===== config.mk =====
export PLATFORM = sky130hd
export DESIGN_NAME = tod_alarm
export DESIGN_NICKNAME = d
export VERILOG_FILES = /design/src/rtl/tod_alarm_pkg.sv /design/src/rtl/tod_alarm_regs.sv /design/src/rtl/tod_alarm_match.sv /design/src/rtl/tod_alarm.sv
export SDC_FILE = /design/constraint.sdc
export NUM_CORES = 1
export LEC_CHECK = 0
export ABC_CLOCK_PERIOD_IN_PS = 1700
export BUFFER_PORTS_ARGS = -buffer_cell sky130_fd_sc_hd__buf_4
export CAP_MARGIN = 0
export CORE_MARGIN = 8
export CORE_UTILIZATION = 40
export DETAILED_ROUTE_END_ITERATION = 8
export PLACE_DENSITY = 0.64
export SLEW_MARGIN = 20
export SYNTH_ARGS = -nofsm -noshare
export SYNTH_HDL_FRONTEND = slang
export SYNTH_SLANG_ARGS = --single-unit

===== constraint.sdc =====
create_clock -name clk -period 1.7 [get_ports clk]
set_input_delay 0.17 -clock clk [delete_from_list [all_inputs] [get_ports clk]]
set_output_delay 0.17 -clock clk [all_outputs]
set_load 0.05 [all_outputs]

===== src/rtl/tod_alarm_pkg.sv =====
package tod_alarm_pkg;
    localparam int unsigned BYTE_W  = 8;
    localparam int unsigned ADDR_W  = 3;
    localparam int unsigned N_FIELD = 4;   // sec, min, hour, day/date
    localparam int unsigned FLD_W   = 7;

    typedef enum logic [ADDR_W-1:0] {
        RA_HUND  = 3'd0,
        RA_SEC   = 3'd1,
        RA_MIN   = 3'd2,
        RA_HOUR  = 3'd3,
        RA_DDATE = 3'd4,
        RA_CTRL  = 3'd5,
        RA_STAT  = 3'd6
    } reg_addr_e;

    typedef struct packed {
        logic [BYTE_W-1:0] hund;
        logic [BYTE_W-1:0] sec;
        logic [BYTE_W-1:0] min;
        logic [BYTE_W-1:0] hour;
        logic [BYTE_W-1:0] ddate;
        logic              irq_en;
        logic              irq_route;
        logic              flag;
    } alarm_regs_t;
endpackage


===== src/rtl/tod_alarm_regs.sv =====
module tod_alarm_regs
    import tod_alarm_pkg::*;
(
    input  logic              clk,
    input  logic              rst_n,
    input  logic              wr_en_i,
    input  logic [ADDR_W-1:0] wr_addr_i,
    input  logic [BYTE_W-1:0] wr_data_i,
    input  logic              tick_i,
    input  logic              hit_i,
    output alarm_regs_t       regs_o
);
    alarm_regs_t regs_d, regs_q;
    logic        clr_req;

    always_comb begin
        regs_d  = regs_q;
        clr_req = 1'b0;
        if (wr_en_i) begin
            case (reg_addr_e'(wr_addr_i))
                RA_HUND:  regs_d.hund  = wr_data_i;
                RA_SEC:   regs_d.sec   = wr_data_i;
                RA_MIN:   regs_d.min   = wr_data_i;
                RA_HOUR:  regs_d.hour  = wr_data_i;
                RA_DDATE: regs_d.ddate = wr_data_i;
                RA_CTRL: begin
                    regs_d.irq_en    = wr_data_i[0];
                    regs_d.irq_route = wr_data_i[1];
                end
                RA_STAT: begin
                    if (!wr_data_i[0]) begin
                        regs_d.flag = 1'b0;
                        clr_req     = 1'b1;
                    end
                end
                default: ;
            endcase
        end
        // a match on the strobe wins over a clearing write
        if (tick_i && hit_i) regs_d.flag = 1'b1;
    end

    always_ff @(posedge clk or negedge rst_n) begin
        if (!rst_n) regs_q <= '0;
        else        regs_q <= regs_d;
    end

    assign regs_o = regs_q;

    p_set_needs_tick_r8: assert property (@(posedge clk) disable iff (!rst_n)
        $rose(regs_q.flag) |-> $past(tick_i && hit_i));
    p_hit_sets_flag_r10: assert property (@(posedge clk) disable iff (!rst_n)
        (tick_i && hit_i) |=> regs_q.flag);
    p_flag_sticky_r9: assert property (@(posedge clk) disable iff (!rst_n)
        (regs_q.flag && !clr_req) |=> regs_q.flag);
    p_flag_clear_r9: assert property (@(posedge clk) disable iff (!rst_n)
        (clr_req && !(tick_i && hit_i)) |=> !regs_q.flag);
endmodule


===== src/rtl/tod_alarm_match.sv =====
module tod_alarm_match
    import tod_alarm_pkg::*;
(
    input  alarm_regs_t       regs_i,
    input  logic [BYTE_W-1:0] hund_i,
    input  logic [BYTE_W-1:0] sec_i,
    input  logic [BYTE_W-1:0] min_i,
    input  logic [BYTE_W-1:0] hour_i,
    input  logic [BYTE_W-1:0] wday_i,
    input  logic [BYTE_W-1:0] mday_i,
    output logic              hit_o
);
    localparam logic [FLD_W-1:0] W_SEC  = 7'h7F;
    localparam logic [FLD_W-1:0] W_HOUR = 7'h3F;

    logic [N_FIELD-1:0][FLD_W-1:0] alm_fld, cur_fld, width_msk;
    logic [N_FIELD-1:0]            fld_mask, fld_ok;
    logic [BYTE_W-1:0]             cal_sel;
    logic                          every_tick, units_only, hund_ok;

    always_comb begin
        cal_sel     = regs_i.ddate[6] ? wday_i : mday_i;
        alm_fld[0]  = regs_i.sec[FLD_W-1:0];   cur_fld[0] = sec_i[FLD_W-1:0];
        alm_fld[1]  = regs_i.min[FLD_W-1:0];   cur_fld[1] = min_i[FLD_W-1:0];
        alm_fld[2]  = regs_i.hour[FLD_W-1:0];  cur_fld[2] = hour_i[FLD_W-1:0];
        alm_fld[3]  = regs_i.ddate[FLD_W-1:0]; cur_fld[3] = cal_sel[FLD_W-1:0];
        width_msk[0] = W_SEC;
        width_msk[1] = W_SEC;
        width_msk[2] = W_HOUR;
        width_msk[3] = W_HOUR;
        fld_mask    = {regs_i.ddate[7], regs_i.hour[7], regs_i.min[7], regs_i.sec[7]};
    end

    for (genvar gi = 0; gi < N_FIELD; gi++) begin : g_fld
        assign fld_ok[gi] = fld_mask[gi] |
            ((alm_fld[gi] & width_msk[gi]) == (cur_fld[gi] & width_msk[gi]));
    end

    always_comb begin
        every_tick = (regs_i.hund == 8'hFF);
        units_only = (regs_i.hund[7:4] == 4'hF) && !every_tick;
        if (every_tick)      hund_ok = 1'b1;
        else if (units_only) hund_ok = (regs_i.hund[3:0] == hund_i[3:0]);
        else                 hund_ok = (regs_i.hund == hund_i);
        hit_o = hund_ok && (&fld_ok);
    end
endmodule


===== src/rtl/tod_alarm.sv =====
module tod_alarm
    import tod_alarm_pkg::*;
(
    input  logic              clk,
    input  logic              rst_n,
    input  logic              tick_i,
    input  logic [BYTE_W-1:0] hund_i,
    input  logic [BYTE_W-1:0] sec_i,
    input  logic [BYTE_W-1:0] min_i,
    input  logic [BYTE_W-1:0] hour_i,
    input  logic [BYTE_W-1:0] wday_i,
    input  logic [BYTE_W-1:0] mday_i,
    input  logic              wr_en_i,
    input  logic [ADDR_W-1:0] wr_addr_i,
    input  logic [BYTE_W-1:0] wr_data_i,
    output logic              alarm_flag_o,
    output logic              irq_o
);
    alarm_regs_t regs;
    logic        hit;

    tod_alarm_regs u_regs (
        .clk       (clk),
        .rst_n     (rst_n),
        .wr_en_i   (wr_en_i),
        .wr_addr_i (wr_addr_i),
        .wr_data_i (wr_data_i),
        .tick_i    (tick_i),
        .hit_i     (hit),
        .regs_o    (regs)
    );

    tod_alarm_match u_match (
        .regs_i (regs),
        .hund_i (hund_i),
        .sec_i  (sec_i),
        .min_i  (min_i),
        .hour_i (hour_i),
        .wday_i (wday_i),
        .mday_i (mday_i),
        .hit_o  (hit)
    );

    assign alarm_flag_o = regs.flag;
    assign irq_o        = regs.flag & regs.irq_en & regs.irq_route;

    p_irq_needs_flag_r11: assert property (@(posedge clk) disable iff (!rst_n)
        irq_o |-> alarm_flag_o);
endmodule


==> reports/summary.md <==
The flow ran to the end, and the final reports show no timing, DRC or antenna violations. For the placer congestion estimate, the log shows 0.7575. Following the worst setup path forward leads to its endpoint at u_regs.regs_o[0].

The fraction of synthesized cell area taken by the top area cell type was 0.5039. In this run the core area contains 26 standard-cell rows. For the worst setup path, the data arrival time is 1.79 ns.

The worst setup path is launched from a register. Synthesis produced 154 cells. The run gives 0 as the remaining design rule violation count. The number of vias after detailed routing was 1452; the clock sink count was 42. Biggest area consumer among synthesized cells: sky130_fd_sc_hd__dfrtp_1.

The number of clock buffers added by TritonCTS is 5. 0 antenna diodes ended up in the layout. Maximum achievable frequency: 0.6214 GHz. The post-synthesis cell type count was 24; the standby leakage power was 1.195 nW. Across the routed clock network, the largest skew measured is 0.002764 ns. The master of the slowest instance on the critical path was sky130_fd_sc_hd__dfrtp_2. The tools report the relative max-transition margin as 0.6479.

The tools report the startpoint of the most critical hold path as wr_data_i[4]. The proportion of layout cells with a drive suffix above 1 came out at 0.4909. The worst register-to-register path ends at u_regs.regs_o[0].

In this run the mean area of a mapped cell was 13.54 um2. The first global-routing pass estimated 8521 um of wire. Library cell used as clock root buffer: sky130_fd_sc_hd__clkbuf_8. The synthesized netlist occupies a cell area of 2086 um2. In this run the worst path has a maximum fanout of 5. The worst path meets setup with 0.09085 ns of slack. The run gives 0 as the count of final hold-check violations. The actual slew at the worst max-slew pin came out at 0.5281 ns. The overall fraction of global-route tracks in use was 0.1443.

In this run the cell area measured after placement is 2613 um2. Setup repair after global routing left no endpoint under its margin. Sorting the synthesized cells by area gives the leading types as sky130_fd_sc_hd__dfrtp_1 50%, sky130_fd_sc_hd__mux2_2 19%, sky130_fd_sc_hd__xor2_1 7.6%. Counting flops and latches in the post-synthesis netlist gives 42. The number of global-route vias before repair is 1699. In this run the standard cell core region covers 5075 um2. The routed design could run at a clock period as short as 1.609 ns. The clock network latency to the later pin of the worst-skew pair was 0.28 ns.

The pre-CTS setup slack was -0.04248 ns. Synthesis produced a netlist with a net count of 217. The critical path startpoint is u_regs.regs_o[9]. Measured along the x axis, the die boundary spans 88.21 um.

The final layout net count is 283. The average via count per standard cell came out at 5.007. The number of max-slew violations in the final report came out at 0. Setup violations remaining at the end of the flow were counted as 0.

The tool flagged a number of max-cap violations equal to 0. The power per cell area is 968.5 nW/um2. The detailed router finished its first iteration with 62 violations. In the final timing run, aggregate negative setup slack is 0 ns.

CTS built an H-tree with a depth of 2. The critical path's largest stage delay is 0.44 ns, and the post-route cell area is 2704 um2. Overall power consumption after layout is estimated at 0.002619 W. Measured along the y axis, the die boundary spans 88.21 um.

For flop-to-flop paths, the worst setup slack is 0.09 ns. The final global-route overflow total was 0; the routed length per placed instance was 17.78 um. The register with the most flip-flops in the layout has 42 of them. For this run, the number of Yosys warnings is 0. Initial antenna violation count: 0. Buffers placed on the I/O ports in this run total 56. TritonCTS built the clock tree. The routed design has 5155 um of wire. Relative to the synthesized area, the layout overhead comes to 29.63%.

Buffers added to address setup during post-CTS repair amount to 0. The worst register-to-register path begins at u_regs.regs_o[9]. After clock tree synthesis, the clock-pin slew on the worst setup and hold paths is 0.08 ns. For the largest vdd supply drop, the log shows 0.0004852 V.

The count of nets left with antenna violations once routing finished came out at 0. The clock passes through at most 2 buffers. The die covers 7781 um2. STA puts the critical path data required time at 1.88 ns. Endpoint class of the critical path: a register. The sequential fraction of the synthesis area is 0.5039. The setup path with the least slack is of type reg -> reg. The run gives 4025 um as the estimated wirelength of the detail-placed design.

The top-level I/O count was 65; the maximum number of pins on one net before global-route repair was 43. For the worst flop-to-flop path, the logic depth is 5. The path class of the tightest hold or removal check is in -> reg. The first-pass iteration count of the detailed router is 4. The signal on the critical path passes through mux2i_2 -> xnor2_1 -> nor4_1 -> a31oi_1 -> o41ai_2. The effective utilization at floorplan came out at 0.4110. The share of the clock period used by the worst path after layout was 0.9466; the worst hold slack after final layout was 0.1635 ns.
Yosys cell counts:
master and number:
sky130_fd_sc_hd__clkbuf_1 2, sky130_fd_sc_hd__a31oi_1 1, sky130_fd_sc_hd__mux2_2 36, sky130_fd_sc_hd__nor2_1 2, sky130_fd_sc_hd__dfrtp_1 42, sky130_fd_sc_hd__nor3_1 1
sky130_fd_sc_hd__buf_6 1, sky130_fd_sc_hd__mux2i_1 6, sky130_fd_sc_hd__nand4b_1 2, sky130_fd_sc_hd__nor4_1 4, sky130_fd_sc_hd__xor2_1 18, sky130_fd_sc_hd__nand2b_1 2
sky130_fd_sc_hd__and3_1 1, sky130_fd_sc_hd__nor3b_2 1, sky130_fd_sc_hd__o31ai_1 1, sky130_fd_sc_hd__o21ai_0 2, sky130_fd_sc_hd__xnor2_1 16, sky130_fd_sc_hd__nand4_1 5
sky130_fd_sc_hd__nand2_1 1, sky130_fd_sc_hd__o41ai_1 1, sky130_fd_sc_hd__nor3_2 2, sky130_fd_sc_hd__o22ai_1 1, sky130_fd_sc_hd__o41ai_2 1, sky130_fd_sc_hd__mux2_1 5
what timing repair did:
action | CTS | global route
endpoints found under the hold margin | 42 | 0
setup endpoints to repair | 1 | 0
hold buffers | 1 | 0
resized for setup | 2 | 0
how the worst min path moves through the flow:
stage                             end  slack (ns)  cells after the start
floorplan            u_regs.regs_o[0]       -0.13                      0
global placement     u_regs.regs_o[9]        0.18                      1
detailed placement   u_regs.regs_o[9]        0.19                      1
CTS                 u_regs.regs_o[23]        0.16                      2
global route        u_regs.regs_o[23]        0.15                      2
finish              u_regs.regs_o[23]        0.16                      2
metrics by stage:
stage	instances	util
floorplan	154	-
finish	290	0.5328
CTS	290	0.5328
global route	290	0.5328
global placement	282	0.5148
detailed placement	282	0.5148
cell usage in the layout, fill, tap and decap left out, types with 2 or more instances in the layout:
cell	instances
sky130_fd_sc_hd__buf_4	61
sky130_fd_sc_hd__o21ai_0	2
sky130_fd_sc_hd__mux2_1	5
sky130_fd_sc_hd__nor3_2	2
sky130_fd_sc_hd__nor4_1	4
sky130_fd_sc_hd__mux2i_1	5
sky130_fd_sc_hd__clkbuf_8	5
sky130_fd_sc_hd__nand4_1	5
sky130_fd_sc_hd__nand2b_1	2
sky130_fd_sc_hd__xnor2_1	16
sky130_fd_sc_hd__clkbuf_1	2
sky130_fd_sc_hd__mux2_2	36
sky130_fd_sc_hd__nor2_1	2
sky130_fd_sc_hd__xor2_1	18
sky130_fd_sc_hd__nand4b_1	2
sky130_fd_sc_hd__dfrtp_1	41
final cells by class:
type                            instances  area, um2
Sequential cell                        42       1052
Clock buffer                            7      76.32
Multi-Input combinational cell        109       1020
Fill cell                             459       2371
Tap cell                               70      87.58
Timing Repair Buffer                   62      467.9
cell families (layout without fill, tap and decap cells):
logic type,Yosys count,in the layout,share of synthesized area
AO/OA/AOI/OAI,7,7,0.02640
XOR/XNOR,34,34,0.1428
buffers and inverters,3,69,0.008999
flip-flops,42,42,0.5039
multiplexers,47,47,0.2501
AND/OR/NAND/NOR,21,21,0.06778
worst max-delay path: cells and delay by family, from the launching register on:
family                    cells  cell delay, ns
muxes                         1            0.25
xor gates and xnor gates      1            0.09
DFF                           1            0.44
AOI/OAI and AO/OA             2            0.38
and+or+nand+nor               1            0.34
power breakdown:
group | total [W] | leakage (nW) | switching (W) | internal [W]
sequential | 0.00138 | 0.505 | 0.000166 | 0.00122
clock | 0.000595 | 0.0383 | 0.000312 | 0.000283
combinational | 0.000641 | 0.652 | 0.000238 | 0.000403
metal layers:
metal | routed length [um] | global-route usage | vias to the layer above
li1 | - | - | 686
met3 | 433 | 0.05478 | 2
met2 | 2522 | 0.2403 | 50
met4 | 16 | 0.03840 | 0
met5 | 0 | 0 | -
met1 | 2183 | 0.1694 | 714
Note: power is estimated with default switching activity, not from simulation.
